<file path="config.mk">
export PLATFORM = sky130hd
export DESIGN_NAME = hostmb_regs
export DESIGN_NICKNAME = d
export VERILOG_FILES = /design/src/rtl/hostmb_pkg.sv /design/src/rtl/hostmb_decode.sv /design/src/rtl/hostmb_cfg.sv /design/src/rtl/hostmb_flags.sv /design/src/rtl/hostmb_irq.sv /design/src/rtl/hostmb_regs.sv
export SDC_FILE = /design/constraint.sdc
export NUM_CORES = 1
export LEC_CHECK = 0
export ABC_CLOCK_PERIOD_IN_PS = 1430
export BUFFER_PORTS_ARGS = -buffer_cell sky130_fd_sc_hd__buf_4
export CORE_MARGIN = 10
export CORE_UTILIZATION = 35
export CTS_CLUSTER_DIAMETER = 60
export DETAILED_ROUTE_END_ITERATION = 8
export GPL_ROUTABILITY_DRIVEN = 0
export GPL_TIMING_DRIVEN = 0
export PLACE_DENSITY = 0.8
export SETUP_SLACK_MARGIN = 0.15
export SLEW_MARGIN = 20
export SYNTH_ARGS = -nofsm -noshare
export SYNTH_HDL_FRONTEND = slang
export SYNTH_SLANG_ARGS = --single-unit
</file>
<file path="constraint.sdc">
create_clock -name clk -period 1.43 [get_ports clk]
set_input_delay 0.286 -clock clk [delete_from_list [all_inputs] [get_ports clk]]
set_output_delay 0.286 -clock clk [all_outputs]
set_load 0.01 [all_outputs]
</file>
<file path="src/rtl/hostmb_pkg.sv">
`timescale 1ns/1ps
package hostmb_pkg;

    typedef enum logic [1:0] {
        HOLD_5NS = 2'b00,
        HOLD_3NS = 2'b01,
        HOLD_1NS = 2'b10,
        HOLD_0NS = 2'b11
    } hold_sel_e;

    typedef enum logic [1:0] {
        SEL_CTRL = 2'b00,
        SEL_INTE = 2'b01,
        SEL_STAT = 2'b10,
        SEL_NONE = 2'b11
    } reg_sel_e;

    typedef struct packed {
        logic     wr;
        logic     rd;
        reg_sel_e sel;
    } bus_op_t;

    localparam int NUM_SRC = 2;
    localparam int SRC_OMB = 0;
    localparam int SRC_IMB = 1;

    function automatic logic is_mapped(reg_sel_e s);
        return s != SEL_NONE;
    endfunction

endpackage

</file>
<file path="src/rtl/hostmb_decode.sv">
`timescale 1ns/1ps
module hostmb_decode
    import hostmb_pkg::*;
#(
    parameter int BANK_W = 4,
    parameter int ADDR_W = 2,
    parameter logic [BANK_W-1:0] BANK_ID = 1
) (
    input  logic              cs,
    input  logic              we,
    input  logic              re,
    input  logic [BANK_W-1:0] bank,
    input  logic [ADDR_W-1:0] addr,
    output bus_op_t           op
);
    localparam logic [ADDR_W-1:0] A_CTRL = ADDR_W'(0);
    localparam logic [ADDR_W-1:0] A_INTE = ADDR_W'(1);
    localparam logic [ADDR_W-1:0] A_STAT = ADDR_W'(2);

    reg_sel_e sel;

    always_comb begin
        sel = SEL_NONE;
        if (cs && bank == BANK_ID) begin
            if (addr == A_CTRL)      sel = SEL_CTRL;
            else if (addr == A_INTE) sel = SEL_INTE;
            else if (addr == A_STAT) sel = SEL_STAT;
        end
    end

    assign op.sel = sel;
    assign op.wr  = cs && we && is_mapped(sel);
    assign op.rd  = cs && re;
endmodule

</file>
<file path="src/rtl/hostmb_cfg.sv">
`timescale 1ns/1ps
module hostmb_cfg
    import hostmb_pkg::*;
#(
    parameter int DATA_W = 16,
    parameter int N_SRC  = NUM_SRC
) (
    input  logic              clk,
    input  logic              rst,
    input  bus_op_t           op,
    input  logic [DATA_W-1:0] wdata,
    output hold_sel_e         hold,
    output logic [N_SRC-1:0]  en
);
    always_ff @(posedge clk) begin
        if (rst) begin
            hold <= HOLD_5NS;
            en   <= '0;
        end else if (op.wr) begin
            if (op.sel == SEL_CTRL) hold <= hold_sel_e'(wdata[1:0]);
            if (op.sel == SEL_INTE) en   <= wdata[N_SRC-1:0];
        end
    end
endmodule

</file>
<file path="src/rtl/hostmb_flags.sv">
`timescale 1ns/1ps
module hostmb_flags
    import hostmb_pkg::*;
#(
    parameter int N_SRC = NUM_SRC
) (
    input  logic             clk,
    input  logic             rst,
    input  bus_op_t          op,
    input  logic             clr_bit,
    input  logic             omb_set,
    input  logic             imb_full,
    output logic [N_SRC-1:0] flag
);
    logic omb_q;
    logic omb_clr;

    assign omb_clr = op.wr && op.sel == SEL_STAT && clr_bit;

    // set has priority over a coincident host clear
    always_ff @(posedge clk) begin
        if (rst)          omb_q <= 1'b0;
        else if (omb_set) omb_q <= 1'b1;
        else if (omb_clr) omb_q <= 1'b0;
    end

    always_comb begin
        flag          = '0;
        flag[SRC_OMB] = omb_q;
        flag[SRC_IMB] = ~imb_full;
    end
endmodule

</file>
<file path="src/rtl/hostmb_irq.sv">
`timescale 1ns/1ps
module hostmb_irq
    import hostmb_pkg::*;
#(
    parameter int N_SRC = NUM_SRC
) (
    input  logic             clk,
    input  logic             rst,
    input  logic [N_SRC-1:0] flag,
    input  logic [N_SRC-1:0] en,
    output logic             irq
);
    logic [N_SRC-1:0] hit;

    for (genvar i = 0; i < N_SRC; i++) begin : g_src
        assign hit[i] = flag[i] & en[i];
    end

    always_ff @(posedge clk) begin
        if (rst) irq <= 1'b0;
        else     irq <= |hit;
    end
endmodule

</file>
<file path="src/rtl/hostmb_regs.sv">
`timescale 1ns/1ps
module hostmb_regs
    import hostmb_pkg::*;
#(
    parameter int DATA_W = 16,
    parameter int BANK_W = 4,
    parameter int ADDR_W = 2,
    parameter logic [BANK_W-1:0] BANK_ID = 1
) (
    input  logic              clk,
    input  logic              rst,
    input  logic              cs,
    input  logic              we,
    input  logic              re,
    input  logic [BANK_W-1:0] bank,
    input  logic [ADDR_W-1:0] addr,
    input  logic [DATA_W-1:0] wdata,
    output logic [DATA_W-1:0] rdata,
    input  logic              omb_wr,
    input  logic              imb_full,
    output logic              irq,
    output logic [1:0]        hold_code
);
    bus_op_t            op;
    hold_sel_e          hold;
    logic [NUM_SRC-1:0] irq_en;
    logic [NUM_SRC-1:0] stat_flags;
    logic [DATA_W-1:0]  rd_mux;

    hostmb_decode #(.BANK_W(BANK_W), .ADDR_W(ADDR_W), .BANK_ID(BANK_ID)) u_dec (
        .cs(cs), .we(we), .re(re), .bank(bank), .addr(addr), .op(op)
    );

    hostmb_cfg #(.DATA_W(DATA_W), .N_SRC(NUM_SRC)) u_cfg (
        .clk(clk), .rst(rst), .op(op), .wdata(wdata), .hold(hold), .en(irq_en)
    );

    hostmb_flags #(.N_SRC(NUM_SRC)) u_flags (
        .clk(clk), .rst(rst), .op(op), .clr_bit(wdata[SRC_OMB]),
        .omb_set(omb_wr), .imb_full(imb_full), .flag(stat_flags)
    );

    hostmb_irq #(.N_SRC(NUM_SRC)) u_irq (
        .clk(clk), .rst(rst), .flag(stat_flags), .en(irq_en), .irq(irq)
    );

    always_comb begin
        case (op.sel)
            SEL_CTRL: rd_mux = DATA_W'(hold);
            SEL_INTE: rd_mux = DATA_W'(irq_en);
            SEL_STAT: rd_mux = DATA_W'(stat_flags);
            default:  rd_mux = '0;
        endcase
    end

    always_ff @(posedge clk) begin
        if (rst)        rdata <= '0;
        else if (op.rd) rdata <= rd_mux;
        else            rdata <= '0;
    end

    assign hold_code = hold;
endmodule

</file>
==> results.rst <==
.. list-table::
   :header-rows: 1

   * - Metric
     - Value
   * - Run status
     - finished clean
   * - Number of synthesized flops with an enable pin
     - 0
   * - Area of the core
     - 0.001366 mm2
   * - Slowest CP cell
     - sky130_fd_sc_hd__nor4b_4
   * - Number of flip-flops and latches in the synthesized netlist
     - 8
   * - Inst Count DP
     - 102
   * - Final ANT Viol Nets
     - 0
   * - Post-route non-filler standard cell count
     - 105
   * - Total global-route track usage
     - 7.293%
   * - Floorplan row count
     - 13
   * - H-tree levels
     - 1
   * - Cell-by-cell trace of the critical path
     - buf_4 > nor4b_4 > nor4b_4 > mux2i_1
   * - Number of maximum-capacitance constraint violations
     - 0
   * - Slew Viols, Final
     - 0
   * - Gate family responsible for the most delay along the worst path
     - simple AND/OR/NAND/NOR gates
   * - Total number of vias
     - 433
   * - Clock tree root buffer cell
     - sky130_fd_sc_hd__clkbuf_4
   * - Footprint of the multi-input gates
     - 306.5 um2
   * - Setup repair after global routing missed its margin
     - false
   * - Leading post-synthesis cells by instance count
     - sky130_fd_sc_hd__buf_4 (14), sky130_fd_sc_hd__dfxtp_1 (8), sky130_fd_sc_hd__mux2i_1 (6), sky130_fd_sc_hd__nor2_1 (4), sky130_fd_sc_hd__nor2b_1 (4)
   * - Delay of the slowest cell on the worst path
     - 0.32 ns
   * - Overall die width
     - 58.80 um
   * - Post-synthesis async set-or-reset flop share
     - 0%
   * - Dominant cell by count in the synthesized netlist
     - sky130_fd_sc_hd__buf_4
   * - Post-synthesis instance area
     - 526.8 um2
   * - Area Overhead vs Synth
     - 44.18%
   * - Worst Path Max Fanout
     - 4
   * - End-of-flow core utilization
     - 55.59%
   * - Fillers
     - 137
   * - Capture point of the worst reg-to-reg path
     - u_cfg.hold[0]
   * - Launch instance of the worst min-delay path
     - rst
   * - Startpoint of the worst register-to-register path
     - u_cfg.hold[0]
   * - Latest clock arrival within the worst-skew pair
     - 0.25 ns
   * - Number of antenna cells inserted
     - 0
   * - Distinct cells, synth
     - 16
   * - Setup Skew
     - 0.001955 ns
   * - Number of violations reported at the end of detailed-routing iteration 0
     - 2
   * - Number of cells traversed by the worst hold path
     - 2
   * - Worst ir drop on vdd
     - 462.0 uV
   * - Count of buffers inserted at the top-level ports
     - 19
   * - Yosys synthesis warning count
     - 0
   * - Most used flip-flop cell after synthesis
     - sky130_fd_sc_hd__dfxtp_1
   * - Cells after Synth
     - 55
   * - Top-Level Pins
     - 48
   * - Detailed-router iteration count before antenna repair
     - 2
   * - Vias in the first global route
     - 462
   * - Global-route wire length before repair
     - 1.959 mm
   * - WL/cell
     - 11.42 um
   * - R2R setup slack
     - 0.60 ns
   * - Starting Density
     - 38.55%
   * - Post-synthesis cell type with the largest combined area
     - sky130_fd_sc_hd__dfxtp_1
   * - Vias per cell
     - 4.124
   * - Area of the die
     - 0.003457 mm2
   * - Final hold viol count
     - 0
   * - Number of buffers inserted during clock tree synthesis
     - 3
   * - Sequential Area
     - 160.2 um2
   * - Maximum number of pins on one net before global-route repair
     - 10
   * - Area after DPL
     - 737.0 um2
   * - Post-route cell area
     - 759.5 um2
   * - Setup TNS
     - 0 ns
   * - Postcts setup bufs
     - 0
   * - Remaining design rule violation count
     - 0
   * - TritonCTS clock tree
     - built
   * - Cell repeated most along the worst path
     - sky130_fd_sc_hd__nor4b_4
   * - Mean instance size in the synthesized netlist
     - 9.577 um2
   * - Endpoint arrival time on the critical path
     - 1.24 ns
   * - Total of endpoints with negative setup slack in the final report
     - 0
   * - Initial antenna violation count
     - 0
   * - Sequential element share of the synthesized area
     - 30.40%
   * - Total Wirelength
     - 1.199 mm
   * - Worst path required time
     - 1.62 ns
   * - Synth top area share
     - 30.40%
   * - Kind of end point of the critical path
     - flop
   * - Period utilization
     - 73.72%
   * - Number of buffer and inverter stages on the critical path
     - 1
   * - Power Density
     - 673.0 mW/mm2
   * - Start-to-end type of the worst setup path
     - primary input to flop
   * - TritonCTS sink count
     - 8
   * - Period minus WS final
     - 1.054 ns
   * - Leak pwr
     - 0.3913 nW
   * - Class of the worst hold path
     - primary input to flop
   * - Final net count
     - 121
   * - Detailed placer's ending HPWL
     - 1.084 mm
   * - CP startpoint kind
     - primary input
   * - Deepest clock path buffer count
     - 2
   * - Post-cts gate resize count
     - 0
   * - Clock transition time at the flip-flop clock pins of the worst setup and hold paths
     - 0.05 ns
   * - Cts hold-fix bufs
     - 0
   * - Fmax
     - 948.5 MHz
   * - Worst reg2reg path depth
     - 2
   * - Global-route congestion overflow total
     - 0
   * - Share of post-route cells with drive strength above 1
     - 46.67%
   * - Vertical die dimension
     - 58.80 um
   * - Synth area leaders
     - sky130_fd_sc_hd__dfxtp_1 (30%), sky130_fd_sc_hd__buf_4 (20%), sky130_fd_sc_hd__mux2i_1 (11%), sky130_fd_sc_hd__nor4b_4 (9.0%), sky130_fd_sc_hd__or2b_2 (5.0%)
   * - Worst Hold Path EP
     - u_flags.omb_q
power breakdown:
group          total, mW  leakage (nW)  internal, mW  switching (mW)
clock network      0.171        0.0138        0.0959          0.0749
logic              0.113         0.313        0.0643          0.0487
registers          0.227        0.0647         0.226         0.00184
layout make-up:
type                            instances  share of cell area, %
Timing Repair Buffer                   19                  18.78
Clock buffer                            3                  2.965
Tap cell                               15                  2.471
Sequential cell                         8                  21.09
Inverter                                1                 0.4942
Buffer                                 14                  13.84
Multi-Input combinational cell         45                  40.36
worst max-delay path by stage:
stage               startpoint            end  slack, ns  cells after the start
floorplan              bank[3]  u_cfg.hold[0]       0.30                      3
global placement       bank[3]  u_cfg.hold[1]       0.09                      4
detailed placement     bank[3]  u_cfg.hold[1]       0.09                      4
CTS                    bank[3]  u_cfg.hold[1]       0.35                      4
global route           bank[3]  u_cfg.hold[1]       0.24                      4
finish                 bank[3]  u_cfg.hold[1]       0.38                      4
cell families after synthesis:
kind of cell           synth area share, %
multiplexers                         11.40
AO/OA/AOI/OAI                        6.415
flip-flops                           30.40
buffers and inverters                20.66
other                               0.7119
AND/OR/NAND/NOR                      30.41
sequential cells by signal, indices dropped and copies added (netlist names):
name and count:
u_cfg.en 2, rdata 2, u_cfg.hold 2, u_flags.omb_q 1
u_irq.irq 1
stage by stage:
step           worst slack, ns  hold WS, ns  power [mW]
4_1_cts                 0.3542       0.2485      0.5180
3_5_place_dp           0.08674       0.4883      0.3430
3_3_place_gp           0.09200       0.4828      0.3406
6_report                0.3758       0.2615      0.5111
2_1_floorplan           0.2969       0.3581      0.2980
5_1_grt                 0.2406       0.2540      0.5466
layout by cell type (no fill, tap or decap):
cell type / Yosys / routed
sky130_fd_sc_hd__buf_4: 14 / 33
sky130_fd_sc_hd__nor2b_1: 4 / 4
sky130_fd_sc_hd__or2b_2: 3 / 3
sky130_fd_sc_hd__dfxtp_1: 8 / 8
sky130_fd_sc_hd__inv_1: 1 / 1
sky130_fd_sc_hd__conb_1: 1 / 14
sky130_fd_sc_hd__nor2_1: 4 / 4
sky130_fd_sc_hd__and3_2: 1 / 1
sky130_fd_sc_hd__mux2i_1: 6 / 6
sky130_fd_sc_hd__clkbuf_4: 0 / 3
sky130_fd_sc_hd__nand4_1: 2 / 2
sky130_fd_sc_hd__a2bb2oi_1: 2 / 2
sky130_fd_sc_hd__nand2b_1: 3 / 3
sky130_fd_sc_hd__nor4b_4: 2 / 2
sky130_fd_sc_hd__nand2_1: 2 / 2
sky130_fd_sc_hd__a311oi_1: 1 / 1
sky130_fd_sc_hd__a22oi_1: 1 / 1
metal layers:
metal  part of all wire [%]  track usage (%)  wire length (um)
met1                     32            5.897               378
met2                     54            12.76               651
met3                     14            6.438               168
met4                      0            1.967                 0
met5                      0                0                 0
(Power assumes the default switching activity.)
